===== config.mk =====
export PLATFORM = sky130hd
export DESIGN_NAME = evt_irq_defer
export DESIGN_NICKNAME = d
export VERILOG_FILES = /design/src/rtl/evt_irq_pkg.sv /design/src/rtl/evt_sticky_reg.sv /design/src/rtl/evt_bus_gap.sv /design/src/rtl/evt_alert_resp.sv /design/src/rtl/evt_irq_defer.sv
export SDC_FILE = /design/constraint.sdc
export NUM_CORES = 1
export LEC_CHECK = 0
export ABC_AREA = 1
export ABC_CLOCK_PERIOD_IN_PS = 3250
export BUFFER_PORTS_ARGS = -buffer_cell sky130_fd_sc_hd__buf_2
export CAP_MARGIN = 10
export CORE_MARGIN = 2
export CORE_UTILIZATION = 40
export CTS_CLUSTER_DIAMETER = 150
export CTS_CLUSTER_SIZE = 12
export DETAILED_ROUTE_END_ITERATION = 8
export GPL_TIMING_DRIVEN = 0
export PLACE_DENSITY = 0.81
export SLEW_MARGIN = 20
export SYNTH_ARGS = -nofsm -noshare
export SYNTH_HDL_FRONTEND = slang
export SYNTH_SLANG_ARGS = --single-unit
export TNS_END_PERCENT = 1

===== constraint.sdc =====
create_clock -name clk -period 3.25 [get_ports clk]
set_clock_uncertainty 0.2 [all_clocks]
set_input_delay 0.65 -clock clk [delete_from_list [all_inputs] [get_ports clk]]
set_output_delay 0.65 -clock clk [all_outputs]
set_load 0.05 [all_outputs]

===== src/rtl/evt_irq_pkg.sv =====
// Package: shared constants for the deferred interrupt block.
// Assumes an 8-bit event vector; register addresses are 2 bits wide.
package evt_irq_pkg;
    localparam int EVT_W  = 8;
    localparam int BUSA_W = 7;
    localparam int REGA_W = 2;

    localparam logic [BUSA_W-1:0] ALERT_RESP_ADDR = 7'b0001100;

    typedef enum logic [REGA_W-1:0] {
        RA_EVT_RC   = 2'd0,
        RA_MASK     = 2'd1,
        RA_EVT_W1C  = 2'd2,
        RA_EVT_PEEK = 2'd3
    } reg_addr_e;

    // event bit positions
    localparam int EB_PWR_EN_CHG = 0;
    localparam int EB_PWR_GOOD   = 1;
    localparam int EB_DISCONNECT = 2;
    localparam int EB_DET_DONE   = 3;
    localparam int EB_CLS_DONE   = 4;
    localparam int EB_CUTOFF     = 5;
    localparam int EB_START_TO   = 6;
    localparam int EB_SUPPLY_FLT = 7;
endpackage


===== src/rtl/evt_sticky_reg.sv =====
// Module: sticky event register.
// Each bit is set by a strobe and cleared by a clear vector.
// If a strobe and a clear hit the same bit in one cycle, the strobe wins.
// Assumes strobes are single-cycle and synchronous to clk.
module evt_sticky_reg #(
    parameter int W = 8
) (
    input  logic         clk,
    input  logic         rst_n,
    input  logic [W-1:0] strobe,
    input  logic [W-1:0] clr_vec,
    output logic [W-1:0] evt_q
);
    genvar gi;
    generate
        for (gi = 0; gi < W; gi++) begin : g_bit
            // Per-bit latch: set has priority over clear.
            always_ff @(posedge clk) begin
                if (!rst_n)
                    evt_q[gi] <= 1'b0;
                else if (strobe[gi])
                    evt_q[gi] <= 1'b1;
                else if (clr_vec[gi])
                    evt_q[gi] <= 1'b0;
            end
        end
    endgenerate

    // a bit that is set and not cleared stays set.
    assert_sticky_hold_R2: assert property (@(posedge clk) disable iff (!rst_n)
        1'b1 |=> ((evt_q & $past(evt_q & ~clr_vec)) == $past(evt_q & ~clr_vec)));

    // a strobed bit is set afterwards, even when a clear hit it too.
    assert_strobe_wins_R5: assert property (@(posedge clk) disable iff (!rst_n)
        (|strobe) |=> ((evt_q & $past(strobe)) == $past(strobe)));
endmodule


===== src/rtl/evt_bus_gap.sv =====
// Module: bus-busy tracking and deferred update of the interrupt state.
// Busy is set by START and cleared by STOP; START wins if both arrive together.
// The interrupt state follows the pending condition only while the bus is idle.
module evt_bus_gap (
    input  logic clk,
    input  logic rst_n,
    input  logic bus_start,
    input  logic bus_stop,
    input  logic pending,
    output logic busy_q,
    output logic irq_q
);
    // Track whether a transaction is open.
    always_ff @(posedge clk) begin
        if (!rst_n)
            busy_q <= 1'b0;
        else if (bus_start)
            busy_q <= 1'b1;
        else if (bus_stop)
            busy_q <= 1'b0;
    end

    // Sample the pending condition only in the inter-transaction gap.
    always_ff @(posedge clk) begin
        if (!rst_n)
            irq_q <= 1'b0;
        else if (!busy_q && !bus_start)
            irq_q <= pending;
    end

    // the interrupt state is frozen while a transaction is open.
    assert_irq_frozen_R7: assert property (@(posedge clk) disable iff (!rst_n)
        busy_q |=> $stable(irq_q));

    // after a START the bus reads busy in the next cycle.
    assert_busy_on_start_R7: assert property (@(posedge clk) disable iff (!rst_n)
        bus_start |=> busy_q);
endmodule


===== src/rtl/evt_alert_resp.sv =====
// Module: alert response address responder.
// Registers an acknowledge one cycle after a received address equals the
// alert response address while the interrupt is asserted. It also returns
// this device's own address byte.
module evt_alert_resp #(
    parameter int                ADDR_W   = 7,
    parameter logic [ADDR_W-1:0] DEV_ADDR = 7'h20,
    parameter logic [ADDR_W-1:0] RESP_ADR = 7'b0001100
) (
    input  logic              clk,
    input  logic              rst_n,
    input  logic              addr_valid,
    input  logic [ADDR_W-1:0] addr_rx,
    input  logic              irq_q,
    output logic              ara_ack,
    output logic [ADDR_W:0]   ara_byte
);
    logic hit;
    assign hit = addr_valid && (addr_rx == RESP_ADR) && irq_q;

    // Register the acknowledge and the returned address byte.
    always_ff @(posedge clk) begin
        if (!rst_n) begin
            ara_ack  <= 1'b0;
            ara_byte <= '0;
        end else begin
            ara_ack  <= hit;
            ara_byte <= hit ? {DEV_ADDR, 1'b0} : '0;
        end
    end

    // the acknowledge only follows a cycle in which the interrupt was asserted.
    assert_ack_needs_irq_R8: assert property (@(posedge clk) disable iff (!rst_n)
        ara_ack |-> $past(irq_q));

    // a non-matching or absent address never produces an acknowledge.
    assert_ack_needs_match_R8: assert property (@(posedge clk) disable iff (!rst_n)
        !(addr_valid && addr_rx == RESP_ADR) |=> !ara_ack);
endmodule


===== src/rtl/evt_irq_defer.sv =====
// Module: top of the deferred interrupt and alert logic.
// Decodes the register port:
//   address 0 reads the events and clears them,
//   address 1 holds the mask,
//   address 2 clears events written as one,
//   address 3 reads the events without side effect.
// Combines events with the mask and drives an active-low interrupt
// that only moves between bus transactions.
module evt_irq_defer
    import evt_irq_pkg::*;
#(
    parameter logic [BUSA_W-1:0] DEV_ADDR = 7'h20
) (
    input  logic              clk,
    input  logic              rst_n,
    input  logic [EVT_W-1:0]  evt_strobe,
    input  logic              reg_wr,
    input  logic              reg_rd,
    input  logic [REGA_W-1:0] reg_addr,
    input  logic [EVT_W-1:0]  reg_wdata,
    output logic [EVT_W-1:0]  reg_rdata,
    input  logic              bus_start,
    input  logic              bus_stop,
    input  logic              addr_valid,
    input  logic [BUSA_W-1:0] addr_rx,
    output logic              ara_ack,
    output logic [EVT_W-1:0]  ara_byte,
    output logic              irq_n
);
    logic [EVT_W-1:0] evt_q;
    logic [EVT_W-1:0] mask_q;
    logic [EVT_W-1:0] clr_vec;
    logic             pending;
    logic             busy_q;
    logic             irq_q;

    // Build the clear vector from read-clear and write-one-to-clear accesses.
    always_comb begin
        clr_vec = '0;
        if (reg_rd && reg_addr == RA_EVT_RC)
            clr_vec = '1;
        else if (reg_wr && reg_addr == RA_EVT_W1C)
            clr_vec = reg_wdata;
    end

    // Hold the host-written mask.
    always_ff @(posedge clk) begin
        if (!rst_n)
            mask_q <= '0;
        else if (reg_wr && reg_addr == RA_MASK)
            mask_q <= reg_wdata;
    end

    // Return register contents for the addressed location.
    always_comb begin
        unique case (reg_addr)
            RA_EVT_RC, RA_EVT_PEEK: reg_rdata = evt_q;
            RA_MASK:                reg_rdata = mask_q;
            default:                reg_rdata = '0;
        endcase
    end

    assign pending = |(evt_q & mask_q);
    assign irq_n   = ~irq_q;

    evt_sticky_reg #(.W(EVT_W)) u_evt (
        .clk     (clk),
        .rst_n   (rst_n),
        .strobe  (evt_strobe),
        .clr_vec (clr_vec),
        .evt_q   (evt_q)
    );

    evt_bus_gap u_gap (
        .clk       (clk),
        .rst_n     (rst_n),
        .bus_start (bus_start),
        .bus_stop  (bus_stop),
        .pending   (pending),
        .busy_q    (busy_q),
        .irq_q     (irq_q)
    );

    evt_alert_resp #(
        .ADDR_W   (BUSA_W),
        .DEV_ADDR (DEV_ADDR),
        .RESP_ADR (ALERT_RESP_ADDR)
    ) u_ara (
        .clk        (clk),
        .rst_n      (rst_n),
        .addr_valid (addr_valid),
        .addr_rx    (addr_rx),
        .irq_q      (irq_q),
        .ara_ack    (ara_ack),
        .ara_byte   (ara_byte)
    );

    // in the idle gap the interrupt follows the pending condition after one cycle.
    assert_idle_follow_R7: assert property (@(posedge clk) disable iff (!rst_n)
        (!busy_q && !bus_start) |=> (irq_q == $past(pending)));

    // the interrupt is never raised in the gap without a masked-in event.
    assert_irq_needs_event_R6: assert property (@(posedge clk) disable iff (!rst_n)
        (!busy_q && !bus_start && !(|(evt_q & mask_q))) |=> !irq_q);

    // a write-one-to-clear leaves unselected bits untouched.
    assert_w1c_keep_R4: assert property (@(posedge clk) disable iff (!rst_n)
        (reg_wr && reg_addr == RA_EVT_W1C && !reg_rd)
        |=> ((evt_q & ~$past(reg_wdata)) == ($past(evt_q) & ~$past(reg_wdata))
             | ($past(evt_strobe) & ~$past(reg_wdata))));
endmodule


==> metrics.txt <==
routed vias 1059; gpl congestion ~0.78; TNS Setup 0 ns; syn_area_per_cell between 6 and 7 um2; PortBufs 41; R2R setup slack 2.20 ns; Total Routing Usage GR 0.170; RSZ-0062 raised after global routing false; Req. time, crit path between 2 and 2.5 ns; register area share after synthesis 0.365; Die ar. slightly above 0.003 mm2; estimated wirelength of the detail-placed design ~1700 um; run status completed; vias in the first global route approximately 900; DR pass1 iterations 4; design area 0.00134 mm2; clock slew at reported path FFs between 0.1 and 0.15 ns; DRC viols 0; root buf cell clkbuf_4; post-CTS setup buffer count 0; CTS tree done; total number of yosys warnings 0; async set-reset flop share out of synthesis 0; Post-synth top flop dfxtp_1; Max Cap Violations 0; Final setup viols 0; Antenna Violating Nets Remaining 0; end of the critical path reg_rdata[1]; leakage power about 0.00073 uW; busiest grt layer met2; met1 Use GR 0.209; IO Pins 50; worst reg2reg path startpoint u_gap.busy_q$_SDFFE_PN0P_; FF-to-FF path depth 6; Mapped Cells between 150 and 200; Core Area roughly 0.0025 mm2; Via density approximately 4.4; Startpoint Class primary input; wire length per cell between 9 and 10 um; DIE HEIGHT around 55 um; largest net degree at the start of global routing 12; Post-CTS Resized 0; synthesized cell area between 0.001 and 0.0015 mm2; first-pass GRT wire length 3680 um; most common cell in the netlist nand2_1; number of H-tree levels 1; Starting Density 0.421; flops & latches, synth 19; Overflow after GRT 0; Antenna diodes 0; met2 GRT Util 0.294; final wirelength 2250 um; clock buffer depth 2; DR iter-0 viols 24; Tmin final 2.69 ns; final count of pins violating max slew 0; worst setup path category in2out; power density over cell area just under 400 mW/mm2; Hold Path Class reg2reg; Synth cell types 18; FILL cells around 280; dpl ws between 0.5 and 0.6 ns; cell taking the most area after synthesis dfxtp_1; Rows 18; endpoint type of the worst setup path primary output; Final #Nets 245; synth cell count leaders 39 x nand2_1, 24 x nor2_1, 19 x dfxtp_1; layout cells sized above 1 0.293; reg2reg end u_gap.irq_q$_SDFFE_PN0P_; placed inst area around 0.0013 mm2; fin crit share 0.829; initial antenna violation count 0; final hold vios 0; maximum VDD drop 0.313 mV; Layout area overhead 28.1%; clk sinks 19; CP arrival 1.84 ns; total power approximately 520 uW; FMAX ~370 MHz; synth top area cells dfxtp_1 36%, nand2_1 14%, nor2_1 8.6%, a21oi_1 7.7%, buf_4 6.5%; Max FO, Critical Path 8; met3 Use GR 0.0161; Post-synth EDFFs 0; Critical path origin reg_addr[0]; hold_buf cts 0; worst skew pair latency between 0.3 and 0.4 ns; area share of the largest cell type after synthesis 0.365; CTS Buf Count 3; die width between 50 and 60 um; fin worst setup slack between 0.5 and 0.6 ns
[per-stage QoR]
stage	util	hold WS [ns]	cells
after global routing	0.539	0.323	238
after floorplan	-	0.269	163
after global placement	0.528	0.280	234
after CTS	0.539	0.305	238
final	0.539	0.305	238
after detailed placement	0.528	0.290	234
[layout by cell type, fill, tap and decap left out]
master | Yosys | routed
nor2_1 | 24 | 24
clkbuf_4 | 0 | 3
nor2_2 | 1 | 1
nand3_1 | 10 | 10
nand2_4 | 1 | 1
buf_6 | 1 | 1
buf_2 | 0 | 41
conb_1 | 1 | 7
buf_4 | 9 | 9
nand2_1 | 39 | 39
clkinv_2 | 0 | 1
inv_1 | 18 | 18
a21oi_1 | 16 | 16
a211oi_2 | 1 | 1
inv_2 | 2 | 2
dfxtp_1 | 19 | 19
nand4_1 | 1 | 1
clkbuf_1 | 1 | 1
o21ai_1 | 8 | 8
clkinv_4 | 1 | 1
ha_1 | 4 | 4
[worst min-delay path by stage]
stage / start / end / depth (start not counted)
finish: u_evt.evt_q[2]$_SDFFE_PN0P_ / u_evt.evt_q[2]$_SDFFE_PN0P_ / 2
detailed placement: u_evt.evt_q[2]$_SDFFE_PN0P_ / u_evt.evt_q[2]$_SDFFE_PN0P_ / 2
floorplan: u_evt.evt_q[1]$_SDFFE_PN0P_ / u_evt.evt_q[1]$_SDFFE_PN0P_ / 2
global route: u_evt.evt_q[2]$_SDFFE_PN0P_ / u_evt.evt_q[2]$_SDFFE_PN0P_ / 2
CTS: u_evt.evt_q[2]$_SDFFE_PN0P_ / u_evt.evt_q[2]$_SDFFE_PN0P_ / 2
global placement: u_evt.evt_q[6]$_SDFFE_PN0P_ / u_evt.evt_q[6]$_SDFFE_PN0P_ / 2
[registers in the layout, indices dropped and copies added, names as in the netlist]
name / cells
mask_q: 8
u_evt.evt_q: 8
u_ara.ara_byte: 1
u_gap.busy_q: 1
u_gap.irq_q: 1
[critical path: stages]
cell,delay [ns]
buf_2,0.09
inv_1,0.06
ha_1,0.28
inv_1,0.21
nand2_1,0.10
a21oi_1,0.17
buf_2,0.29
[power breakdown]
group / switching [uW] / internal (uW)
clock: 76.5 / 46.0
sequential: 9.85 / 247
combinational: 93.4 / 46.9
total: 180 / 340
[cell families (layout without fill, tap and decap cells)]
family,Yosys count,after routing,share of synthesized area
simple gates,76,76,0.297
buf+inv,32,77,0.159
fa+ha+maj,4,4,0.0480
other cells,1,7,0.00359
flops,19,19,0.365
compound gates,25,25,0.127
[layout make-up]
cell class	count	area (um2)	share of cell area
multi-input cells	112	519	0.389
plain buffers	11	82.6	0.0618
flip-flops and latches	19	380	0.285
clock buffers	3	22.5	0.0169
clock inverters	1	5.00	0.00375
well taps	30	37.5	0.0281
inverters	21	83.8	0.0627
repair buffers	41	205	0.154
[layer usage]
metal | share of wire | wire length [um]
met3 | 0.053 | 120
met5 | 0 | 0
met2 | 0.52 | 1170
met1 | 0.41 | 914
met4 | 0.018 | 41
Note: power is estimated with default switching activity, not from simulation.
